<file path="src/rtl/amm_pkg.sv">
package amm_pkg;
    localparam int AMM_FIELDS  = 3;
    localparam int AMM_STATE_W = 4;
    localparam int AMM_ID_W    = 6;

    typedef enum logic [1:0] {
        SRC_NONE  = 2'd0,
        SRC_PREV  = 2'd1,
        SRC_LOCAL = 2'd2
    } amm_src_e;
endpackage

</file>
<file path="src/rtl/amm_hash.sv">
module amm_hash #(
    parameter int FIELDS  = 3,
    parameter int STATE_W = 4
) (
    input  logic [FIELDS*STATE_W-1:0] states_i,
    output logic [STATE_W-1:0]        index_o
);
    always_comb begin
        index_o = '0;
        for (int i = 0; i < FIELDS; i++) begin
            index_o = index_o ^ states_i[i*STATE_W +: STATE_W];
        end
    end
endmodule

</file>
<file path="src/rtl/amm_table.sv">
module amm_table #(
    parameter int ADDR_W  = 4,
    parameter int ENTRY_W = 19
) (
    input  logic               clk,
    input  logic               rst_n,
    input  logic [ADDR_W-1:0]  rd_addr_i,
    output logic [ENTRY_W-1:0] rd_entry_o,
    input  logic               wr_en_i,
    input  logic [ADDR_W-1:0]  wr_addr_i,
    input  logic [ENTRY_W-1:0] wr_entry_i
);
    localparam int DEPTH = 1 << ADDR_W;

    logic [ENTRY_W-1:0] mem_d [DEPTH];
    logic [ENTRY_W-1:0] mem_q [DEPTH];

    always_comb begin
        for (int i = 0; i < DEPTH; i++) begin
            mem_d[i] = mem_q[i];
        end
        if (wr_en_i) begin
            mem_d[wr_addr_i] = wr_entry_i;
        end
    end

    generate
        for (genvar g = 0; g < DEPTH; g++) begin : g_slot
            always_ff @(posedge clk or negedge rst_n) begin
                if (!rst_n) begin
                    mem_q[g] <= '0;
                end else begin
                    mem_q[g] <= mem_d[g];
                end
            end
        end
    endgenerate

    assign rd_entry_o = mem_q[rd_addr_i];
endmodule

</file>
<file path="src/rtl/amm_compare.sv">
module amm_compare #(
    parameter int FIELDS  = 3,
    parameter int STATE_W = 4,
    parameter int ID_W    = 6
) (
    input  logic [FIELDS*STATE_W-1:0]        states_i,
    input  logic [FIELDS-1:0]                pm_i,
    input  logic [1+ID_W+FIELDS*STATE_W-1:0] entry_i,
    output logic                             hit_o,
    output logic [ID_W-1:0]                  id_o
);
    localparam int TAG_W = FIELDS * STATE_W;

    logic            ent_valid;
    logic [ID_W-1:0] ent_id;
    logic [TAG_W-1:0] ent_tag;

    always_comb begin
        {ent_valid, ent_id, ent_tag} = entry_i;
        hit_o = (&pm_i) && ent_valid && (ent_tag == states_i);
        id_o  = ent_id;
    end
endmodule

</file>
<file path="src/rtl/aux_match_merge.sv">
module aux_match_merge
    import amm_pkg::*;
#(
    parameter int NUM_FIELDS = AMM_FIELDS,
    parameter int STATE_W    = AMM_STATE_W,
    parameter int ID_W       = AMM_ID_W
) (
    input  logic                          clk,
    input  logic                          rst_n,
    input  logic [NUM_FIELDS*STATE_W-1:0] lkp_state_i,
    input  logic [NUM_FIELDS-1:0]         lkp_pm_i,
    input  logic                          prev_vld_i,
    input  logic [ID_W-1:0]               prev_id_i,
    input  logic                          wr_en_i,
    input  logic [STATE_W-1:0]            wr_addr_i,
    input  logic                          wr_valid_i,
    input  logic [NUM_FIELDS*STATE_W-1:0] wr_states_i,
    input  logic [ID_W-1:0]               wr_id_i,
    output logic                          match_vld_o,
    output logic [ID_W-1:0]               match_id_o
);
    localparam int TAG_W   = NUM_FIELDS * STATE_W;
    localparam int ENTRY_W = 1 + ID_W + TAG_W;

    typedef struct packed {
        logic            vld;
        logic [ID_W-1:0] id;
    } out_t;

    logic [STATE_W-1:0] lkp_index;
    logic [ENTRY_W-1:0] rd_entry;
    logic [ENTRY_W-1:0] wr_entry;
    logic               local_hit;
    logic [ID_W-1:0]    local_id;
    amm_src_e           src;
    out_t               out_d, out_q;

    assign wr_entry = {wr_valid_i, wr_id_i, wr_states_i};

    amm_hash #(.FIELDS(NUM_FIELDS), .STATE_W(STATE_W)) u_hash (
        .states_i (lkp_state_i),
        .index_o  (lkp_index)
    );

    amm_table #(.ADDR_W(STATE_W), .ENTRY_W(ENTRY_W)) u_table (
        .clk        (clk),
        .rst_n      (rst_n),
        .rd_addr_i  (lkp_index),
        .rd_entry_o (rd_entry),
        .wr_en_i    (wr_en_i),
        .wr_addr_i  (wr_addr_i),
        .wr_entry_i (wr_entry)
    );

    amm_compare #(.FIELDS(NUM_FIELDS), .STATE_W(STATE_W), .ID_W(ID_W)) u_cmp (
        .states_i (lkp_state_i),
        .pm_i     (lkp_pm_i),
        .entry_i  (rd_entry),
        .hit_o    (local_hit),
        .id_o     (local_id)
    );

    // Deeper (local) match implies the shorter arriving one, so it wins.
    always_comb begin
        if (local_hit)       src = SRC_LOCAL;
        else if (prev_vld_i) src = SRC_PREV;
        else                 src = SRC_NONE;

        out_d = '0;
        case (src)
            SRC_LOCAL: begin out_d.vld = 1'b1; out_d.id = local_id;  end
            SRC_PREV:  begin out_d.vld = 1'b1; out_d.id = prev_id_i; end
            default:   out_d = '0;
        endcase
    end

    always_ff @(posedge clk or negedge rst_n) begin
        if (!rst_n) out_q <= '0;
        else        out_q <= out_d;
    end

    assign match_vld_o = out_q.vld;
    assign match_id_o  = out_q.id;
endmodule

</file>
<file path="config.mk">
export PLATFORM = sky130hd
export DESIGN_NAME = aux_match_merge
export DESIGN_NICKNAME = d
export VERILOG_FILES = /design/src/rtl/amm_pkg.sv /design/src/rtl/amm_hash.sv /design/src/rtl/amm_table.sv /design/src/rtl/amm_compare.sv /design/src/rtl/aux_match_merge.sv
export SDC_FILE = /design/constraint.sdc
export NUM_CORES = 1
export LEC_CHECK = 0
export BUFFER_PORTS_ARGS = -buffer_cell sky130_fd_sc_hd__buf_4
export CORE_MARGIN = 2
export CORE_UTILIZATION = 69
export CTS_BUF_LIST = sky130_fd_sc_hd__clkbuf_4
export DETAILED_ROUTE_END_ITERATION = 12
export HOLD_SLACK_MARGIN = 0.1
export PLACE_DENSITY = 0.88
export SYNTH_ARGS = -nofsm -noshare
export SYNTH_HDL_FRONTEND = slang
export SYNTH_SLANG_ARGS = --single-unit
</file>
<file path="constraint.sdc">
create_clock -name clk -period 5.5 [get_ports clk]
set_clock_uncertainty 0.1 [all_clocks]
set_input_delay 0.275 -clock clk [delete_from_list [all_inputs] [get_ports clk]]
set_output_delay 0.275 -clock clk [all_outputs]
set_load 0.01 [all_outputs]
</file>
## After elaboration in Yosys (flattened, before gate mapping)

Cells that the tools add are included.

- Register bits: 311
- Bits of input ports: 48
- Output and inout port bits: 7
- Word-level logic and storage cells: 41

- Magnitude comparators: 3
- Eq/ne operators: 3
- Multiplexer cells: 9
- Bitwise operators: 4
- Reduce and logical (&&, ||, !) cells: 4

Operators by type and width:

| kind | number |
|---|---|
| bitwise mux 304 bit | 1 |
| binary-select mux 19 bit (select 4 bit) | 1 |
| demux 19 bit (select 4 bit) | 1 |
| 2-to-1 mux 19 bit | 3 |
| one-hot mux 7 bit (2 select lines) | 1 |
| equality test 12 bit | 1 |
| >= comparator 5 bit, second input constant | 2 |
| NOT 4 -> 5 bit | 2 |
| XOR 4 bit | 2 |
| < comparator 5 x 1 -> 1 bit, second input constant | 1 |
| logical AND 1 bit | 3 |
| AND reduction 3 bit | 1 |
| equality test 2 x 1 -> 1 bit, second input constant | 1 |
| equality test 2 bit, second input constant | 1 |
| 2-to-1 mux 2 bit | 1 |
| 2-to-1 mux 1 bit | 1 |

## Longest topological paths before layout

Gate-level depths: netlist of run 1.

- Depth after elaboration: 11
- Gate-level depth with buffers: 13
- Gate-level depth less buffers: 9

## Modules after synthesis

Synthesis of run 1 repeated with hierarchy kept, for this count alone.

- Cell total of the unflattened synthesis: 879
- Area total of the unflattened synthesis: 14328.7 um^2

By module, submodules not included:

| module | instances | cells an instance | area each (um^2) | seq. area each (um^2) |
|---|---|---|---|---|
| amm_table | 1 | 835 | 13778.2 | 7607.3 |
| aux_match_merge | 1 | 16 | 262.8 | 175.2 |
| amm_compare | 1 | 24 | 192.7 | 0.0 |
| amm_hash | 1 | 4 | 95.1 | 0.0 |

## Worst setup path after synthesis of run 1

OpenSTA, ideal clock, no wires.

- Path type: input port to flip-flop
- From: in lkp_state_i[8]
- To: reg out_q, in the netlist match_id_o[0]
- Library setup time: 0.125 ns
- Data arrival time: 2.900 ns
- Required time: 5.275 ns
- Slack: 2.375 ns
- Stages: 8
- Buffers on the path: 4
- Cells stage by stage: clkbuf_1 > xnor3_1 > buf_1 > clkbuf_1 > clkbuf_1 > mux4_2 > mux4_2 > mux2_4

RTL lines:

| item | line | RTL |
|---|---|---|
| from (decl) | aux_match_merge.sv:10 | `input logic [NUM_FIELDS*STATE_W-1:0] lkp_state_i,` |
| to (signal assigned) | aux_match_merge.sv:79 | `else out_q <= out_d;` |
| to (decl) | aux_match_merge.sv:36 | `out_t out_d, out_q;` |

==> impl_metrics.csv, run 1 <==
group,metric,value,unit
timing,min_period,3.38,ns
routing,drc,0,
hold_path,hp-class,"in2async",
floorplan,initial_utilization,0.703,
synth,synth_seq_cells,311,
setup_path,required,5.95,ns
routing,drtAntennaViolNets,0,
timing,period_share,0.615,
clock_network,root_buffer,"clkbuf_4",
global_route,grt_max_degree,126,
routing,wl,37.3,mm
setup_path,timing.rr.end,"match_id_o[0]",
global_route,grt_pass1_wl,57.8,mm
placement,dpl.hpwl,20.8,mm
global_route,grt_pass1_vias,10202,
synth,synthCells,1036,
floorplan,die_y,150,um
synth,yosysWarnings,0,
synth,synth_edf_count,0,
pwr,powerDensity,400,nW/um^2
synth,syn_avg_cell_area,14.3,um^2
layout,drive_gt1_frac,0.492,
clock_network,clkTransAtPathRegs,0.06,ns
timing,maxSlewViolCount,0,
floorplan,io_pins,55,
clock_network,cts_tree,"done",
setup_path,cp-end-kind,"flip-flop",
clock_network,cts-resized-gates,0,
global_route,antenna_found_initial,2,
global_route,grt_usage,0.346,
timing,setup_viol,0,
clock_network,h-tree-depth,3,
routing,viasPerCell,6.57,
flow_run,cap_violations,0,
routing,drtPass1Iterations,5,
setup_path,arrival,3.84,ns
placement,place_congestion,0.885,
synth,ys_types,57,
placement,dpl_cell_area,15400,um^2
timing,hold_violations,0,
floorplan,rows,53,
timing,hold_ws,0.165,ns
routing,wire_per_inst,25.4,um
clock_network,numCtsBuffers,79,
clock_network,cts.path.max_buffers,3,
floorplan,dieArea,22600,um^2
setup_path,cp-start-kind,"input port",
synth,synth_seq_area_share,0.526,
timing,grt_setup_unrepaired,"false",
setup_path,reg2reg_depth,8,
setup_path,r2r_start,"u_table.mem_q[143]",
synth,synthTopCellsByArea,"dfrtp_1, mux2_2, mux4_2",
routing,drt_iter0_drc,870,
setup_path,path_max_fanout,51,
timing,fin_tns_setup,0,ns
layout,nets,1189,
timing,worstMarginPinSlew,0.929,ns
synth,yosysTopAreaCell,"dfrtp_1",
setup_path,reg2reg_slack,2.73,ns
layout,fin_area,16700,um^2
synth,netlist_area,14800,um^2
floorplan,die_w,150,um
synth,ys_top_cells_by_count,"dfrtp_1, mux2_2, nand2_1",
placement,port-buffer-count,54,
synth,synth-main-ff-cell,"dfrtp_1",
synth,synth.most_common_cell,"dfrtp_1",
floorplan,core_area,21000,um^2
layout,area.growth.synth_to_final,12.8,%
synth,synth_top_area_frac,0.526,
pwr,p_leak,7.44,nW
clock_network,insertion_delay,0.69,ns
clock_network,cts_setup_buffers,0,
pwr,ir_drop,0.173,mV
status,status,"completed",
timing,fmax,0.296,GHz
synth,async_reset_ff_frac,1.00,
global_route,grt_overflow,0,
clock_network,cts_sinks,311,
setup_path,critPathKind,"in2reg",
synth,synth_nets,1084,
timing,relSlewSlack,0.380,
clock_network,cts_hold_buf,27,
routing,vias,9649,
layout,final_util,0.794,
worst max path at each step:
stage / slack, ns / cells after the start / start / to
after floorplan: 2.38 / 8 / lkp_state_i[8] / match_id_o[0]
after global placement: 1.45 / 10 / lkp_state_i[5] / match_id_o[2]
after detailed placement: 1.42 / 10 / lkp_state_i[5] / match_id_o[0]
after CTS: 2.13 / 10 / lkp_state_i[5] / match_id_o[0]
after global routing: 1.93 / 11 / lkp_state_i[5] / match_id_o[0]
final: 2.12 / 10 / lkp_state_i[5] / match_id_o[0]
critical path, stage by stage:
cell       delay (ns)
buf_4            0.13
xor3_4           1.09
mux4_1           0.64
mux2i_1          0.21
xor2_1           0.18
nand2_1          0.11
a2111oi_4        0.35
a2bb2oi_2        0.23
nand4_4          0.24
mux2_4           0.37
layout make-up:
type                    instances  area, um^2
diodes                          2        5.00
clock buffers                 121         908
clock inverters                11        95.1
fillers                      1138        4340
inverters                       2        7.51
multi-input cells             647        6700
flip-flops and latches        311        7780
well taps                     275         344
repair buffers                100         838
state kept, by name (all words and copies together), names as in the netlist:
| register | count |
|---|---|
| u_table.mem_q | 304 |
| match_id_o | 6 |
| match_vld_o | 1 |
where the power goes:
group | total (mW) | switching (mW) | internal [mW]
logic | 1.56 | 0.708 | 0.857
registers | 3.11 | 0.296 | 2.81
clock network | 2.00 | 0.914 | 1.09
total | 6.67 | 1.92 | 4.75
logic make-up after synthesis:
family,share of synthesized area
buf+inv,0.0238
flops,0.526
mux,0.349
compound gates,0.0267
xor+xnor,0.0222
simple gates,0.0518
metrics by stage:
stage	setup WS [ns]	power [mW]	std cells
detailed placement	1.42	4.63	1308
CTS	2.13	6.64	1467
finish	2.12	6.67	1469
floorplan	2.38	4.19	1036
global route	1.93	6.98	1469
global placement	1.45	4.53	1308
routing by layer:
metal  part of all wire  track usage
met1               0.39        0.448
met3              0.075       0.0842
met5                  0            0
met4              0.047        0.187
met2               0.49        0.544
cell usage in the layout, fill, tap and decap left out, drive strengths merged, types with 3 or more instances in the layout:
| master | netlist | routed |
|---|---|---|
| dfrtp | 311 | 311 |
| mux2 | 310 | 310 |
| clkbuf | 51 | 121 |
| nand2 | 83 | 83 |
| buf | 25 | 73 |
| mux4 | 53 | 53 |
| mux2i | 44 | 44 |
| dlygate4sd3 | 0 | 27 |
| nand3 | 21 | 21 |
| nor2 | 20 | 20 |
| xor2 | 13 | 13 |
| xnor2 | 11 | 11 |
| and2 | 11 | 11 |
| clkinv | 0 | 9 |
| nand2b | 9 | 9 |
| a31oi | 8 | 8 |
| a221oi | 7 | 7 |
| and3 | 6 | 6 |
| a32o | 5 | 5 |
| a21oi | 5 | 5 |
| a32oi | 4 | 4 |
| nand4 | 4 | 4 |
| o21ai | 4 | 4 |
| xnor3 | 3 | 3 |
Note: power is estimated with default switching activity, not from simulation.
==> inputs of run 2 (changes only) <==
--- a/config.mk
+++ b/config.mk
@@ -5,13 +5,14 @@
 export SDC_FILE = /design/constraint.sdc
 export NUM_CORES = 1
 export LEC_CHECK = 0
+export ABC_AREA = 1
 export BUFFER_PORTS_ARGS = -buffer_cell sky130_fd_sc_hd__buf_4
 export CORE_MARGIN = 2
-export CORE_UTILIZATION = 69
+export CORE_UTILIZATION = 64
 export CTS_BUF_LIST = sky130_fd_sc_hd__clkbuf_4
 export DETAILED_ROUTE_END_ITERATION = 12
 export HOLD_SLACK_MARGIN = 0.1
-export PLACE_DENSITY = 0.88
+export PLACE_DENSITY = 0.82
 export SYNTH_ARGS = -nofsm -noshare
 export SYNTH_HDL_FRONTEND = slang
 export SYNTH_SLANG_ARGS = --single-unit
==> constraint.sdc (replaced) <==
create_clock -name clk -period 3.34 [get_ports clk]
set_clock_uncertainty 0.1 [all_clocks]
set_input_delay 0.167 -clock clk [delete_from_list [all_inputs] [get_ports clk]]
set_output_delay 0.167 -clock clk [all_outputs]
set_load 0.01 [all_outputs]
==> run 2 against run 1 <==
Effect of this change: first-iteration DRC count up 110%; wire length increased by 14%; die area grew 5.0%; global-route usage increased by 1.4 points; synthesized cell count increased by 73%; flip-flop and latch count is the same; critical path depth increased by 4; critical path type is now reg2reg; critical endpoint is now match_id_o[5].
==> impl_metrics.csv, run 2 <==
group,metric,value,unit
layout,fin_area,16600,um^2
routing,wire_per_inst,19.1,um
clock_network,clkTransAtPathRegs,0.07,ns
routing,drtPass1Iterations,6,
setup_path,crit_slowest_cell,"dlygate4sd3_1",
hold_path,holdPathStages,4,
layout,drive_gt1_frac,0.126,
pwr,p_clk_frac,0.323,
clock_network,cts_sinks,311,
synth,async_reset_ff_frac,1.00,
placement,place_congestion,0.841,
pwr,ir_drop,0.362,mV
placement,post-place-ws,0.539,ns
setup_path,required,3.81,ns
synth,synth_nets,1845,
global_route,grt_pass1_wl,67.1,mm
layout,nets,1924,
floorplan,rows,54,
global_route,grt_pass1_vias,12857,
synth,netlist_area,14400,um^2
pwr,p_sw,3.31,mW
clock_network,h-tree-depth,3,
timing,hold_violations,0,
setup_path,reg2reg_slack,0.08,ns
global_route,grt_max_degree,97,
layout,largest_reg_flops,304,
clock_network,root_buffer,"clkbuf_4",
timing,setup_viol,0,
routing,viasPerCell,6.07,
setup_path,arrival,3.73,ns
clock_network,cts.path.max_buffers,3,
pwr,p_leak,7.91,nW
hold_path,hp-class,"in2reg",
synth,yosysTopAreaCell,"dfrtp_1",
placement,dpl_cell_area,15000,um^2
layout,area.growth.synth_to_final,15.3,%
clock_network,insertion_delay,0.71,ns
setup_path,reg2reg_depth,14,
global_route,grt_overflow,0,
synth,synth.most_common_cell,"nand2_1",
timing,worstMarginPinSlew,0.815,ns
setup_path,critical_path.most_common_cell,"nand3_1",
routing,drtAntennaViolNets,0,
global_route,antenna_found_initial,1,
flow_run,cap_violations,0,
pwr,seqPwrFrac,0.474,
setup_path,cp-end-kind,"flip-flop",
setup_path,critPathKind,"reg2reg",
synth,synth_top_area_frac,0.540,
floorplan,die_w,154,um
pwr,powerDensity,632,nW/um^2
synth,ys_types,26,
clock_network,cts_tree,"done",
setup_path,critPathBufInv,2,
synth,synth-main-ff-cell,"dfrtp_1",
routing,vias,13449,
timing,maxSlewViolCount,0,
synth,yosysWarnings,0,
setup_path,timing.rr.end,"match_id_o[5]",
setup_path,critical-path-max-stage-delay,0.57,ns
layout,final_cell_mix,"nand2_1, nand3_1, dfrtp_1",
setup_path,crit_chain,"nand2_1 > nand3_1 > nand3_1 > nand3_1 > nand3_1 > nand2_1 > nor2_1 > nand2_1 > nor2_4 > nand2_2 > nand3_1 > dlygate4sd3_1 > nand2_1 > dlygate4sd3_1",
global_route,grt_usage,0.360,
timing,min_period,3.26,ns
clock_network,numCtsBuffers,80,
timing,period_share,0.977,
floorplan,die_y,154,um
setup_path,cp-start-kind,"flip-flop",
pwr,power_report.internal_total,7.19,mW
routing,wl,42.4,mm
pwr,swShare,0.315,
timing,fmax,0.307,GHz
placement,port-buffer-count,54,
timing,relSlewSlack,0.455,
synth,synth_edf_count,0,
routing,drc,0,
floorplan,initial_utilization,0.657,
setup_path,crit_family,"simple AND/OR/NAND/NOR gates",
synth,synthTopCellsByArea,"dfrtp_1, nand2_1, nand3_1",
floorplan,core_area,22000,um^2
floorplan,dieArea,23700,um^2
routing,drt_iter0_drc,1845,
hold_path,min_to,"u_table.mem_q[32]",
floorplan,io_pins,55,
synth,syn_avg_cell_area,8.02,um^2
placement,dpl.hpwl,23.0,mm
layout,regMostFlops,"u_table.mem_q",
synth,ys_top_cells_by_count,"nand2_1, nand3_1, dfrtp_1",
pwr,pwr-share-comb,0.202,
timing,fin_ws,0.0780,ns
synth,synth_seq_cells,311,
synth,synthCells,1797,
setup_path,r2r_start,"u_table.mem_q[47]",
hold_path,min_from,"wr_id_i[1]",
synth,synth_seq_area_share,0.540,
status,status,"completed",
layout,mostFrequentLayoutCell,"nand2_1",
setup_path,path_max_fanout,7,
==> run 2: area by class of cell <==
| class | count | area, um^2 |
|---|---|---|
| clock inverters | 25 | 178 |
| repair buffers | 147 | 1340 |
| well taps | 280 | 350 |
| clock buffers | 116 | 871 |
| multi-input cells | 1278 | 5870 |
| inverters | 58 | 223 |
| fillers | 1623 | 5340 |
| diodes | 1 | 2.50 |
| flip-flops and latches | 311 | 7780 |
==> run 2: cells by family after synthesis <==
logic type / count (synthesis) / share of synthesized area
buf+inv: 208 / 0.0572
simple gates: 923 / 0.272
compound gates: 351 / 0.128
xor+xnor: 4 / 0.00295
flops: 311 / 0.540
==> run 2: worst max path at each step <==
| stage | slack [ns] | endpoint | from | depth (start not counted) |
|---|---|---|---|---|
| finish | 0.08 | match_id_o[5] | u_table.mem_q[47] | 14 |
| global placement | 0.58 | match_id_o[4] | lkp_state_i[2] | 13 |
| detailed placement | 0.54 | match_id_o[2] | lkp_state_i[1] | 18 |
| CTS | 0.17 | match_id_o[2] | lkp_state_i[2] | 16 |
| global route | -0.01 | match_id_o[1] | u_table.mem_q[200] | 15 |
| floorplan | 1.32 | match_id_o[1] | lkp_state_i[4] | 18 |
==> run 2: power by group through the flow <==
stage | clock [mW] | combinational, mW | sequential [mW]
2_1_floorplan | 0 | 1.44 | 4.91
3_3_place_gp | 0 | 1.93 | 4.99
3_5_place_dp | 0 | 2.01 | 5.02
4_1_cts | 3.42 | 2.07 | 4.96
5_1_grt | 3.62 | 2.40 | 5.06
6_report | 3.39 | 2.13 | 4.98
==> run 2: timing repair <==
action / in CTS / in global routing
endpoints found under the setup margin: 0 / 6
endpoints found under the hold margin: 573 / 0
setup buffers: 0 / 7
hold buffers: 47 / 0
resized for setup: 0 / 9
==> run 2: worst min-delay path: cells and delay by family <==
| family | cells | cell delay (ns) |
|---|---|---|
| buf+inv | 2 | 0.66 |
| compound gates | 1 | 0.05 |
| simple gates | 1 | 0.04 |
==> run 2: metal layers <==
| metal | track usage | vias up | wire length (um) |
|---|---|---|---|
| li1 | - | 6174 | - |
| met1 | 0.488 | 6314 | 16600 |
| met2 | 0.557 | 805 | 19300 |
| met3 | 0.0795 | 156 | 4780 |
| met4 | 0.171 | 0 | 1690 |
| met5 | 0 | - | 0 |
==> run 2: per-stage QoR <==
stage | util | hold slack, ns | std cells | power [mW] | setup TNS (ns)
after global placement | 0.683 | 0.150 | 2019 | 6.92 | 0
after detailed placement | 0.683 | 0.134 | 2019 | 7.03 | 0
after global routing | 0.757 | 0.188 | 2216 | 11.1 | -0.0183
after floorplan | - | -0.229 | 1797 | 6.36 | 0
final | 0.757 | 0.170 | 2216 | 10.5 | 0
after CTS | 0.752 | 0.152 | 2207 | 10.4 | 0
